File: src/rtl/lpl_pkg.sv
package lpl_pkg;
  // Which rule produced the victim of a miss.
  typedef enum logic [1:0] {
    VS_FREE    = 2'd0,
    VS_DORMANT = 2'd1,
    VS_ACTIVE  = 2'd2,
    VS_ANY     = 2'd3
  } vsrc_e;
endpackage

File: src/rtl/lpl_rank_table.sv
module lpl_rank_table #(
  parameter  int LINES = 8,
  localparam int IDX_W = $clog2(LINES)
) (
  input  logic                        clk,
  input  logic                        rst_n,
  input  logic                        touch_en,
  input  logic [IDX_W-1:0]            touch_idx,
  output logic [LINES-1:0][IDX_W-1:0] rank_o
);
  logic [LINES-1:0][IDX_W-1:0] rank_q, rank_d;

  always_comb begin
    rank_d = rank_q;
    for (int i = 0; i < LINES; i++) begin
      if (i == int'(touch_idx)) rank_d[i] = '0;
      else if (rank_q[i] < rank_q[touch_idx]) rank_d[i] = rank_q[i] + 1'b1;
    end
  end

  always_ff @(posedge clk or negedge rst_n) begin
    if (!rst_n) begin
      for (int i = 0; i < LINES; i++) rank_q[i] <= IDX_W'(i);
    end else if (touch_en) begin
      rank_q <= rank_d;
    end
  end

  assign rank_o = rank_q;
endmodule

File: src/rtl/lpl_line_table.sv
module lpl_line_table #(
  parameter  int LINES = 8,
  parameter  int PROCS = 4,
  parameter  int TAG_W = 8,
  localparam int IDX_W = $clog2(LINES),
  localparam int PID_W = $clog2(PROCS)
) (
  input  logic                        clk,
  input  logic                        rst_n,
  input  logic                        fill_en,
  input  logic [IDX_W-1:0]            fill_idx,
  input  logic [PID_W-1:0]            fill_pid,
  input  logic [TAG_W-1:0]            fill_tag,
  input  logic [PID_W-1:0]            look_pid,
  input  logic [TAG_W-1:0]            look_tag,
  output logic [LINES-1:0]            valid_o,
  output logic [LINES-1:0][PID_W-1:0] owner_o,
  output logic                        hit_o,
  output logic [IDX_W-1:0]            hit_idx_o
);
  logic [LINES-1:0]            valid_q;
  logic [LINES-1:0][PID_W-1:0] owner_q;
  logic [LINES-1:0][TAG_W-1:0] tag_q;
  logic [LINES-1:0]            match;

  // Per-line compare; owner must equal the running process.
  for (genvar g = 0; g < LINES; g++) begin : g_cmp
    assign match[g] = valid_q[g] && (tag_q[g] == look_tag) && (owner_q[g] == look_pid);
  end

  always_comb begin
    hit_idx_o = '0;
    for (int i = LINES - 1; i >= 0; i--) begin
      if (match[i]) hit_idx_o = IDX_W'(i);
    end
  end
  assign hit_o = |match;

  always_ff @(posedge clk or negedge rst_n) begin
    if (!rst_n) valid_q <= '0;
    else if (fill_en) valid_q[fill_idx] <= 1'b1;
  end

  always_ff @(posedge clk) begin
    if (fill_en) begin
      owner_q[fill_idx] <= fill_pid;
      tag_q[fill_idx]   <= fill_tag;
    end
  end

  assign valid_o = valid_q;
  assign owner_o = owner_q;
endmodule

File: src/rtl/lpl_slice_ctrl.sv
module lpl_slice_ctrl #(
  parameter  int LINES = 8,
  parameter  int PROCS = 4,
  localparam int PID_W = $clog2(PROCS),
  localparam int CNT_W = $clog2(LINES + 1),
  localparam int SUM_W = CNT_W + PID_W + 1
) (
  input  logic                        clk,
  input  logic                        rst_n,
  input  logic                        ctx_switch,
  input  logic [PID_W-1:0]            ctx_pid,
  input  logic [LINES-1:0]            valid,
  input  logic [LINES-1:0][PID_W-1:0] owner,
  input  logic                        iface_idle,
  input  logic                        quota_wr,
  input  logic [PID_W-1:0]            quota_pid,
  input  logic [CNT_W-1:0]            quota_val,
  output logic [PID_W-1:0]            active_pid,
  output logic                        quota_err,
  output logic [PROCS-1:0][CNT_W-1:0] eff_cap
);
  logic [PID_W-1:0]            active_q;
  logic [PROCS-1:0][CNT_W-1:0] quota_q;
  logic [PROCS-1:0][CNT_W-1:0] held_q;
  logic                        err_q;
  logic [SUM_W-1:0]            sum_new;
  logic [CNT_W-1:0]            active_cnt;
  logic                        wr_ok;

  always_comb begin
    sum_new = '0;
    for (int p = 0; p < PROCS; p++) begin
      if (p == int'(quota_pid)) sum_new = sum_new + SUM_W'(quota_val);
      else                      sum_new = sum_new + SUM_W'(quota_q[p]);
    end
    wr_ok = quota_wr && iface_idle && (sum_new <= SUM_W'(LINES));

    active_cnt = '0;
    for (int i = 0; i < LINES; i++) begin
      if (valid[i] && (owner[i] == active_q)) active_cnt = active_cnt + 1'b1;
    end

    for (int p = 0; p < PROCS; p++) begin
      eff_cap[p] = (quota_q[p] < held_q[p]) ? quota_q[p] : held_q[p];
    end
  end

  always_ff @(posedge clk or negedge rst_n) begin
    if (!rst_n) begin
      active_q <= '0;
      quota_q  <= '0;
      held_q   <= '0;
      err_q    <= 1'b0;
    end else begin
      if (ctx_switch) begin
        active_q         <= ctx_pid;
        held_q[active_q] <= active_cnt;
      end
      if (wr_ok)    quota_q[quota_pid] <= quota_val;
      if (quota_wr) err_q <= ~wr_ok;
    end
  end

  assign active_pid = active_q;
  assign quota_err  = err_q;
endmodule

File: src/rtl/lpl_victim_pick.sv
module lpl_victim_pick import lpl_pkg::*; #(
  parameter  int LINES = 8,
  parameter  int PROCS = 4,
  localparam int IDX_W = $clog2(LINES),
  localparam int PID_W = $clog2(PROCS),
  localparam int CNT_W = $clog2(LINES + 1)
) (
  input  logic [LINES-1:0]            valid,
  input  logic [LINES-1:0][PID_W-1:0] owner,
  input  logic [LINES-1:0][IDX_W-1:0] rank,
  input  logic [PID_W-1:0]            active_pid,
  input  logic [PROCS-1:0][CNT_W-1:0] eff_cap,
  output logic [IDX_W-1:0]            victim_idx,
  output vsrc_e                       vsrc
);
  logic [LINES-1:0][CNT_W-1:0] own_pos;
  logic [LINES-1:0]            dorm_mask, act_mask;
  logic [IDX_W:0]              dorm_pick, act_pick, any_pick;
  logic [IDX_W-1:0]            free_idx;

  function automatic logic [IDX_W:0] pick_lru(input logic [LINES-1:0] mask,
                                              input logic [LINES-1:0][IDX_W-1:0] rk);
    logic             found;
    logic [IDX_W-1:0] best;
    found = 1'b0;
    best  = '0;
    for (int i = 0; i < LINES; i++) begin
      if (mask[i] && (!found || (rk[i] > rk[best]))) begin
        found = 1'b1;
        best  = IDX_W'(i);
      end
    end
    return {found, best};
  endfunction

  // Position of each line in its owner's recency order (0 = owner's newest).
  always_comb begin
    for (int i = 0; i < LINES; i++) begin
      own_pos[i] = '0;
      for (int j = 0; j < LINES; j++) begin
        if (valid[j] && (owner[j] == owner[i]) && (rank[j] < rank[i]))
          own_pos[i] = own_pos[i] + 1'b1;
      end
    end
  end

  for (genvar g = 0; g < LINES; g++) begin : g_mask
    assign dorm_mask[g] = valid[g] && (owner[g] != active_pid) &&
                          (own_pos[g] >= eff_cap[owner[g]]);
    assign act_mask[g]  = valid[g] && (owner[g] == active_pid);
  end

  always_comb begin
    free_idx = '0;
    for (int i = LINES - 1; i >= 0; i--) begin
      if (!valid[i]) free_idx = IDX_W'(i);
    end
    dorm_pick = pick_lru(dorm_mask, rank);
    act_pick  = pick_lru(act_mask, rank);
    any_pick  = pick_lru(valid, rank);

    if (!(&valid)) begin
      vsrc = VS_FREE;    victim_idx = free_idx;
    end else if (dorm_pick[IDX_W]) begin
      vsrc = VS_DORMANT; victim_idx = dorm_pick[IDX_W-1:0];
    end else if (act_pick[IDX_W]) begin
      vsrc = VS_ACTIVE;  victim_idx = act_pick[IDX_W-1:0];
    end else begin
      vsrc = VS_ANY;     victim_idx = any_pick[IDX_W-1:0];
    end
  end
endmodule

File: src/rtl/lpl_victim_sel.sv
module lpl_victim_sel import lpl_pkg::*; #(
  parameter  int LINES = 8,
  parameter  int PROCS = 4,
  parameter  int TAG_W = 8,
  localparam int IDX_W = $clog2(LINES),
  localparam int PID_W = $clog2(PROCS),
  localparam int CNT_W = $clog2(LINES + 1)
) (
  input  logic             clk,
  input  logic             rst_n,
  input  logic             req_valid,
  output logic             req_ready,
  input  logic [TAG_W-1:0] req_tag,
  output logic             rsp_valid,
  input  logic             rsp_ready,
  output logic             rsp_hit,
  output logic [IDX_W-1:0] rsp_line,
  output logic             rsp_evict,
  output logic [PID_W-1:0] rsp_evict_pid,
  input  logic             ctx_switch,
  input  logic [PID_W-1:0] ctx_pid,
  output logic [PID_W-1:0] active_pid,
  input  logic             quota_wr,
  input  logic [PID_W-1:0] quota_pid,
  input  logic [CNT_W-1:0] quota_val,
  output logic             quota_err
);
  logic                        accept, iface_idle, hit;
  logic [IDX_W-1:0]            hit_idx, victim_idx, touch_idx;
  logic [LINES-1:0]            valid_vec;
  logic [LINES-1:0][PID_W-1:0] owner_vec;
  logic [LINES-1:0][IDX_W-1:0] rank_vec;
  logic [PROCS-1:0][CNT_W-1:0] eff_cap;
  vsrc_e                       vsrc;

  logic             rsp_valid_q, rsp_valid_d;
  logic             rsp_hit_q, rsp_hit_d;
  logic [IDX_W-1:0] rsp_line_q, rsp_line_d;
  logic             rsp_ev_q, rsp_ev_d;
  logic [PID_W-1:0] rsp_evp_q, rsp_evp_d;

  assign req_ready  = !rsp_valid_q || rsp_ready;
  assign accept     = req_valid && req_ready;
  assign iface_idle = !req_valid && !rsp_valid_q;
  assign touch_idx  = hit ? hit_idx : victim_idx;

  lpl_line_table #(.LINES(LINES), .PROCS(PROCS), .TAG_W(TAG_W)) u_lines (
    .clk       (clk),
    .rst_n     (rst_n),
    .fill_en   (accept && !hit),
    .fill_idx  (victim_idx),
    .fill_pid  (active_pid),
    .fill_tag  (req_tag),
    .look_pid  (active_pid),
    .look_tag  (req_tag),
    .valid_o   (valid_vec),
    .owner_o   (owner_vec),
    .hit_o     (hit),
    .hit_idx_o (hit_idx)
  );

  lpl_rank_table #(.LINES(LINES)) u_rank (
    .clk       (clk),
    .rst_n     (rst_n),
    .touch_en  (accept),
    .touch_idx (touch_idx),
    .rank_o    (rank_vec)
  );

  lpl_slice_ctrl #(.LINES(LINES), .PROCS(PROCS)) u_slice (
    .clk        (clk),
    .rst_n      (rst_n),
    .ctx_switch (ctx_switch),
    .ctx_pid    (ctx_pid),
    .valid      (valid_vec),
    .owner      (owner_vec),
    .iface_idle (iface_idle),
    .quota_wr   (quota_wr),
    .quota_pid  (quota_pid),
    .quota_val  (quota_val),
    .active_pid (active_pid),
    .quota_err  (quota_err),
    .eff_cap    (eff_cap)
  );

  lpl_victim_pick #(.LINES(LINES), .PROCS(PROCS)) u_pick (
    .valid      (valid_vec),
    .owner      (owner_vec),
    .rank       (rank_vec),
    .active_pid (active_pid),
    .eff_cap    (eff_cap),
    .victim_idx (victim_idx),
    .vsrc       (vsrc)
  );

  // Response next state.
  always_comb begin
    rsp_valid_d = accept || (rsp_valid_q && !rsp_ready);
    rsp_hit_d   = hit;
    rsp_line_d  = touch_idx;
    rsp_ev_d    = !hit && valid_vec[victim_idx];
    rsp_evp_d   = rsp_ev_d ? owner_vec[victim_idx] : '0;
  end

  always_ff @(posedge clk or negedge rst_n) begin
    if (!rst_n) begin
      rsp_valid_q <= 1'b0;
      rsp_hit_q   <= 1'b0;
      rsp_line_q  <= '0;
      rsp_ev_q    <= 1'b0;
      rsp_evp_q   <= '0;
    end else begin
      rsp_valid_q <= rsp_valid_d;
      if (accept) begin
        rsp_hit_q  <= rsp_hit_d;
        rsp_line_q <= rsp_line_d;
        rsp_ev_q   <= rsp_ev_d;
        rsp_evp_q  <= rsp_evp_d;
      end
    end
  end

  assign rsp_valid     = rsp_valid_q;
  assign rsp_hit       = rsp_hit_q;
  assign rsp_line      = rsp_line_q;
  assign rsp_evict     = rsp_ev_q;
  assign rsp_evict_pid = rsp_evp_q;
endmodule

File: config.mk
export PLATFORM = sky130hd
export DESIGN_NAME = lpl_victim_sel
export DESIGN_NICKNAME = d
export VERILOG_FILES = /design/src/rtl/lpl_pkg.sv /design/src/rtl/lpl_rank_table.sv /design/src/rtl/lpl_line_table.sv /design/src/rtl/lpl_slice_ctrl.sv /design/src/rtl/lpl_victim_pick.sv /design/src/rtl/lpl_victim_sel.sv
export SDC_FILE = /design/constraint.sdc
export NUM_CORES = 1
export LEC_CHECK = 0
export BUFFER_PORTS_ARGS = -buffer_cell sky130_fd_sc_hd__buf_4
export CAP_MARGIN = 5
export CORE_MARGIN = 2
export CORE_UTILIZATION = 45
export DETAILED_ROUTE_END_ITERATION = 8
export PLACE_DENSITY_LB_ADDON = 0.1
export SYNTH_ARGS = -nofsm -noshare
export SYNTH_HDL_FRONTEND = slang
export SYNTH_HIERARCHICAL = 1
export SYNTH_SLANG_ARGS = --single-unit
File: constraint.sdc
create_clock -name clk -period 25.4 [get_ports clk]
set_input_delay 2.54 -clock clk [delete_from_list [all_inputs] [get_ports clk]]
set_output_delay 2.54 -clock clk [all_outputs]
set_load 0.02 [all_outputs]
# Word level (Yosys, flattened, before mapping)

Cells that the tools add are included.

Bitwise operators: 2
Multiplexer cells: 233
Reductions and logical operators: 259
Magnitude comparators: 137
Add/sub/neg operators: 77
Eq/ne operators: 90

Operators by type and width:

| kind                                                                         | count |
|---|---|
| 4-bit 2-to-1 mux                                                             | 78 |
| 4-bit by 1-bit adder with 4-bit output, second input constant                | 55 |
| 3-bit less-than comparator                                                   | 72 |
| 3-bit 2-to-1 mux                                                             | 67 |
| 1-bit logical AND                                                            | 191 |
| 3-bit binary-select mux with 3-bit select                                    | 19 |
| 2-bit equality test                                                          | 64 |
| 4-bit binary-select mux with 2-bit select                                    | 8 |
| 64-bit bitwise mux                                                           | 1 |
| 8-bit equality test                                                          | 8 |
| 3-bit greater-than comparator                                                | 19 |
| 16-bit bitwise mux                                                           | 3 |
| 3-bit by 4-bit less-than comparator with 1-bit output, second input constant | 11 |
| 1-bit 2-to-1 mux                                                             | 37 |
| 4-bit >= comparator                                                          | 8 |
| 2-bit by 3-bit less-than comparator with 1-bit output, second input constant | 10 |
| 7-bit by 4-bit adder with 7-bit output                                       | 4 |
| 1-bit logical NOT                                                            | 25 |
| 3-bit by 1-bit adder with 3-bit output, second input constant                | 8 |
| 8-bit demux with 3-bit select                                                | 1 |
| 2-bit by 4-bit less-than comparator with 1-bit output, second input constant | 6 |
| 1-bit logical OR                                                             | 23 |
| 7-bit 2-to-1 mux                                                             | 3 |
| 2-bit 2-to-1 mux                                                             | 9 |
| 27 further kinds                                                             | 68 |

Bits of input ports: 22
Flip-flop bits (word level): 155
Output and inout port bits: 12
Logic and storage cells: 838

# Logic depth before layout (Yosys ltp)

Depth after elaboration: 68
Gate-level depth with buffers: 88
Depth with buffers taken out: 86

# Hierarchy

The synthesis kept the hierarchy.

Modules (own cells, without submodules):

| module          | instances | cells each | sequential area each (µm²) | area each (µm²) |
|---|---|---|---|---|
| lpl_victim_pick | 1         | 1331       | 0.0                        | 10478.8 |
| lpl_line_table  | 1         | 244        | 2602.5                     | 3758.6 |
| lpl_slice_ctrl  | 1         | 364        | 875.8                      | 3408.3 |
| lpl_rank_table  | 1         | 238        | 615.6                      | 2120.8 |
| lpl_victim_sel  | 1         | 38         | 200.2                      | 566.8 |

# Least setup slack after synthesis

OpenSTA, ideal clock, no wires.

Kind: register to register
Start point: register u_rank.rank_q, in the netlist u_rank/rank_o[1]
End point: register u_rank.rank_q, in the netlist u_rank/rank_o[17]
Cell stages (with the launch flop): 80
Buffers on the path: 3
Arrival time: 16431 ps
Setup slack: 8905 ps
Required time: 25336 ps
Period minus slack after synthesis: 16495 ps
Path through: dfrtp_1 -> inv_1 -> ha_1 -> nor2b_1 -> o21a_1 -> o21a_1 -> and3_1 -> ha_1 -> xor2_1 -> ha_1 -> mux2_2 -> ha_1 -> mux2_2 -> ha_1 -> mux2_4 -> ha_1 -> mux2_2 -> ha_1 -> (+44 left out) -> ha_1 -> nor2b_1 -> o21a_1 -> o21ai_0 -> o41ai_1 -> nand2_1 -> a41oi_1 -> buf_6 -> mux2_2 -> buf_4 -> clkbuf_1 -> mux4_2 -> mux2i_1 -> ha_1 -> a21oi_1 -> nand2_1 -> or4_1 -> nand3_1

Longest elaborated chain between the ends: 68
Elaborated cells on any way between the ends: 335
Classes of those cells: add/sub: 56; order compare: 43; eq/ne: 1; mux: 149; reduce/logical: 86

RTL lines:

| item                                      | line                  | RTL |
|---|---|---|
| start, declared                           | lpl_rank_table.sv:11  | `logic [LINES-1:0][IDX_W-1:0] rank_q, rank_d;` |
| start signal, assigned                    | lpl_rank_table.sv:25  | `rank_q <= rank_d;` |
| 3-bit less-than comparator                | lpl_victim_pick.sv:41 | `if (valid[j] && (owner[j] == owner[i]) && (rank[j] < rank[i]))` |
| 1-bit logical AND                         | lpl_victim_pick.sv:41 |  |
| 1-bit 2-to-1 mux                          | lpl_victim_pick.sv:41 |  |
| 4-bit by 1-bit adder with 4-bit output    | lpl_victim_pick.sv:42 | `own_pos[i] = own_pos[i] + 1'b1;` |
| 4-bit 2-to-1 mux                          | lpl_victim_pick.sv:41 |  |
| 4-bit by 1-bit adder with 4-bit output    | lpl_victim_pick.sv:42 |  |
| 4-bit 2-to-1 mux                          | lpl_victim_pick.sv:41 |  |
| 4-bit by 1-bit adder with 4-bit output    | lpl_victim_pick.sv:42 |  |
| (+54 left out)                            | n/a                   |  |
| named net victim_idx[0]                   | lpl_victim_sel.sv:29  | `logic [IDX_W-1:0] hit_idx, victim_idx, touch_idx;` |
| 3-bit 2-to-1 mux *                        | lpl_victim_sel.sv:45  | `assign touch_idx = hit ? hit_idx : victim_idx;` |
| named net rsp_line_d[0]                   | lpl_victim_sel.sv:38  | `logic [IDX_W-1:0] rsp_line_q, rsp_line_d;` |
| 3-bit binary-select mux with 3-bit select | lpl_rank_table.sv:17  | `else if (rank_q[i] < rank_q[touch_idx]) rank_d[i] = rank_q[i] + 1'b1;` |
| 3-bit 2-to-1 mux (implied by the code)    | lpl_rank_table.sv:17  |  |
| 3-bit less-than comparator                | lpl_rank_table.sv:17  |  |
| 2-bit nonzero test (no source line)       | n/a                   |  |
| 2-bit AND reduction (no source line)      | n/a                   |  |

Mark *: on every way through the listed nets, which the timed path passes. The rest lies on a longest branch. The select of a mux whose other input is x is not followed.
A chain may end at the register's enable or synchronous reset.

# Worst setup path in the final report

Start point: register u_rank.rank_q, in the netlist u_rank/rank_o[7]
End point: register u_rank.rank_q, in the netlist u_rank/rank_o[17]

Longest elaborated chain between the ends: 64
Elaborated cells on any way between the ends: 296
Classes of those cells: add/sub: 42; order compare: 42; eq/ne: 1; mux: 131; reduce/logical: 80

RTL lines:

| item                                      | line |
|---|---|
| 3-bit less-than comparator                | lpl_victim_pick.sv:41 |
| 1-bit logical AND                         | lpl_victim_pick.sv:41 |
| 4-bit 2-to-1 mux                          | lpl_victim_pick.sv:41 |
| 4-bit by 1-bit adder with 4-bit output    | lpl_victim_pick.sv:42 |
| 4-bit 2-to-1 mux                          | lpl_victim_pick.sv:41 |
| 4-bit by 1-bit adder with 4-bit output    | lpl_victim_pick.sv:42 |
| 4-bit 2-to-1 mux                          | lpl_victim_pick.sv:41 |
| 4-bit by 1-bit adder with 4-bit output    | lpl_victim_pick.sv:42 |
| (+50 left out)                            | n/a |
| named net victim_idx[0]                   | lpl_victim_sel.sv:29 |
| 3-bit 2-to-1 mux *                        | lpl_victim_sel.sv:45 |
| named net rsp_line_d[0]                   | lpl_victim_sel.sv:38 |
| 3-bit binary-select mux with 3-bit select | lpl_rank_table.sv:17 |
| 3-bit 2-to-1 mux (implied by the code)    | lpl_rank_table.sv:17 |
| 3-bit less-than comparator                | lpl_rank_table.sv:17 |
| 2-bit nonzero test (no source line)       | n/a |
| 2-bit AND reduction (no source line)      | n/a |

Marks and branches as above.

==> flow_metrics.tcl <==
set metrics [dict create \
    arrival_ps 18840 \
    cpPeakStageDelay_ps 690 \
    synth_nets 2516 \
    criticalPathCategory "register to register" \
    r2r-end "u_rank/rank_o[17]" \
    max_slew_margin_pct 24.8 \
    drive_above_1_share_pct 14.3 \
    r2r_start "u_rank/rank_o[7]" \
    dp_hpwl_um 48200 \
    cpMostUsedCell "ha_1" \
    grt_start_max_net_pins 59 \
    grt_use_total_pct 28.5 \
    max-cap-violations 0 \
    netlist_instances 2214 \
    min_path_type "register to register" \
    drv_slew 0 \
    cts_root_buffer "clkbuf_16" \
    yosysWarnings 6 \
    drc 0 \
    crit_path_top_delay_cell "mux2i_1" \
    cts_htree_levels 4 \
    status "finished clean" \
    endpoint_kind "register" \
    cts-hold-fix-buffers 0 \
    worst_pin_slew_ps 1100 \
    grt_pass1_wl_um 102000 \
    crit_path_end "u_rank/rank_o[17]" \
    viasPerCell 5.97 \
    ff2ff_path_depth 84 \
    postRouteAntennaNets 0 \
    rsz0062_at_grt "no" \
    cts_tree "done" \
    antenna_found_initial 0 \
    fillers 4165 \
    crit_fanout 19 \
    layout.cells.non_filler 2877 \
    setup_viol 0 \
    die_area_sq_um 46900 \
    clkSlewWorstSetupHoldPaths_ps 80 \
    cts_resized 0 \
    drtPass1Iterations 5 \
    period_needed_ps 18440 \
    cp.required_ps 25790 \
    register_area_sq_um 4300 \
    cts.sinks 155 \
    hold_violations 0 \
    max_freq_ghz 0.0542 \
    io_buffers 33 \
    initialDrtViolationCount 1204 \
    grt_overflow 0 \
    finalNetCount 2573 \
    fin_crit_sh_pct 72.6 \
    setup_slack_ps 6960 \
    die_h_um 217 \
    avgSynthCellArea_sq_um 9.18 \
    coreArea_sq_um 44400 \
    r2r_slack_ps 6960 \
    startpoint_type "register" \
    dp_slack_ps 7310 \
    placed_cells 2844 \
    clock_path_buffers 2 \
    placementRows 77 \
    tns_ps 0 \
    avgRoutedWirePerCell_um 22.9 \
    cts_buffers 17 \
    postLayoutCellArea_sq_um 22000 \
    placement.cell_area_sq_um 21400 \
    wl_um 65900 \
    io_pins 34 \
    area_growth_pct 8.46 \
    initial_core_util_pct 45.8 \
    startpoint "u_rank/rank_o[7]" \
    grt_pass1_vias 17000 \
    dieWidth_um 217 \
    gp_congestion 0.926 \
    skew_ps 30.7 \
    clk_latency_ps 480 \
    vias 17200 \
    multi_input_area_sq_um 14900 \
    cts_setup_buffers 0 \
    syn_area_sq_um 20300 \
]
==> worst max-delay path: cells and delay by family (launching register included) <==
kind | cells | cell delay (ps)
AOI/OAI and AO/OA | 35 | 6740
xor gates and xnor gates | 3 | 680
adders and majority gates | 13 | 3630
buffers and inverters | 9 | 1220
DFF | 1 | 510
muxes | 9 | 3190
and+or+nand+nor | 15 | 2400
==> cell type report <==
| type | instances | share of cell area, % |
|---|---|---|
| inverter | 189 | 3.22 |
| sequential | 155 | 19.5 |
| tap | 592 | 3.36 |
| clock buffer | 17 | 1.93 |
| antenna | 1 | 0.0114 |
| multi-input combinational | 1810 | 67.7 |
| clock inverter | 15 | 0.936 |
| timing repair buffer | 98 | 3.34 |
==> state kept, by name (all words and copies together) (netlist names) <==
signal and cells:
rsp_hit 1, rsp_evict 1, u_rank/rank_o 24, rsp_valid 1, u_slice/quota_err 1, u_slice/active_pid 2
u_slice/quota_q 16, rsp_line 3, u_lines/valid_o 8, u_lines/tag_q 64, rsp_evict_pid 2, u_lines/owner_o 16
u_slice/held_q 16
==> worst min path at each step <==
stage,startpoint,end,slack [ps],depth (start not counted)
after floorplan,u_slice/held_q[10],u_slice/held_q[10],460,2
after global placement,u_slice/quota_err,u_slice/quota_err,460,1
after detailed placement,u_slice/quota_err,u_slice/quota_err,470,1
after CTS,u_slice/quota_err,u_slice/quota_err,490,1
after global routing,u_slice/held_q[14],u_slice/held_q[14],520,2
final,u_slice/quota_err,u_slice/quota_err,490,1
==> per-stage QoR <==
stage | hold slack, ps | utilization [%]
detailed placement | 472 | 48.2
global placement | 463 | 48.2
finish | 486 | 49.6
global route | 518 | 49.6
CTS | 490 | 49.6
floorplan | 456 | -
==> cells in the final DEF, fill, tap and decap left out, types with 17 or more instances in the layout <==
cell / instances
ha_1: 277
inv_1: 187
xnor2_1: 166
nand2_1: 161
nand3_1: 116
nor2_1: 109
buf_4: 98
a21oi_1: 96
xor2_1: 86
o21ai_0: 82
edfxtp_1: 80
mux2_2: 71
dfrtp_1: 61
mux2i_1: 48
nand4_1: 44
nor2b_1: 40
a21o_1: 37
mux4_2: 35
nor3_1: 34
nand2b_1: 27
o21a_1: 25
and3_1: 25
o21ai_1: 24
a31oi_1: 24
mux2_1: 17
clkbuf_16: 17
==> routing by layer <==
| layer | GRT usage, % | wire [um] | vias up |
|---|---|---|---|
| li1 | - | - | 8209 |
| met1 | 37.7 | 29100 | 8260 |
| met2 | 47.3 | 30700 | 575 |
| met3 | 3.47 | 3730 | 132 |
| met4 | 11.8 | 2350 | 0 |
| met5 | 0 | 0 | - |
Power is not shown: default switching activity piles up to over one toggle a cycle in this logic, so the estimate is an artifact.
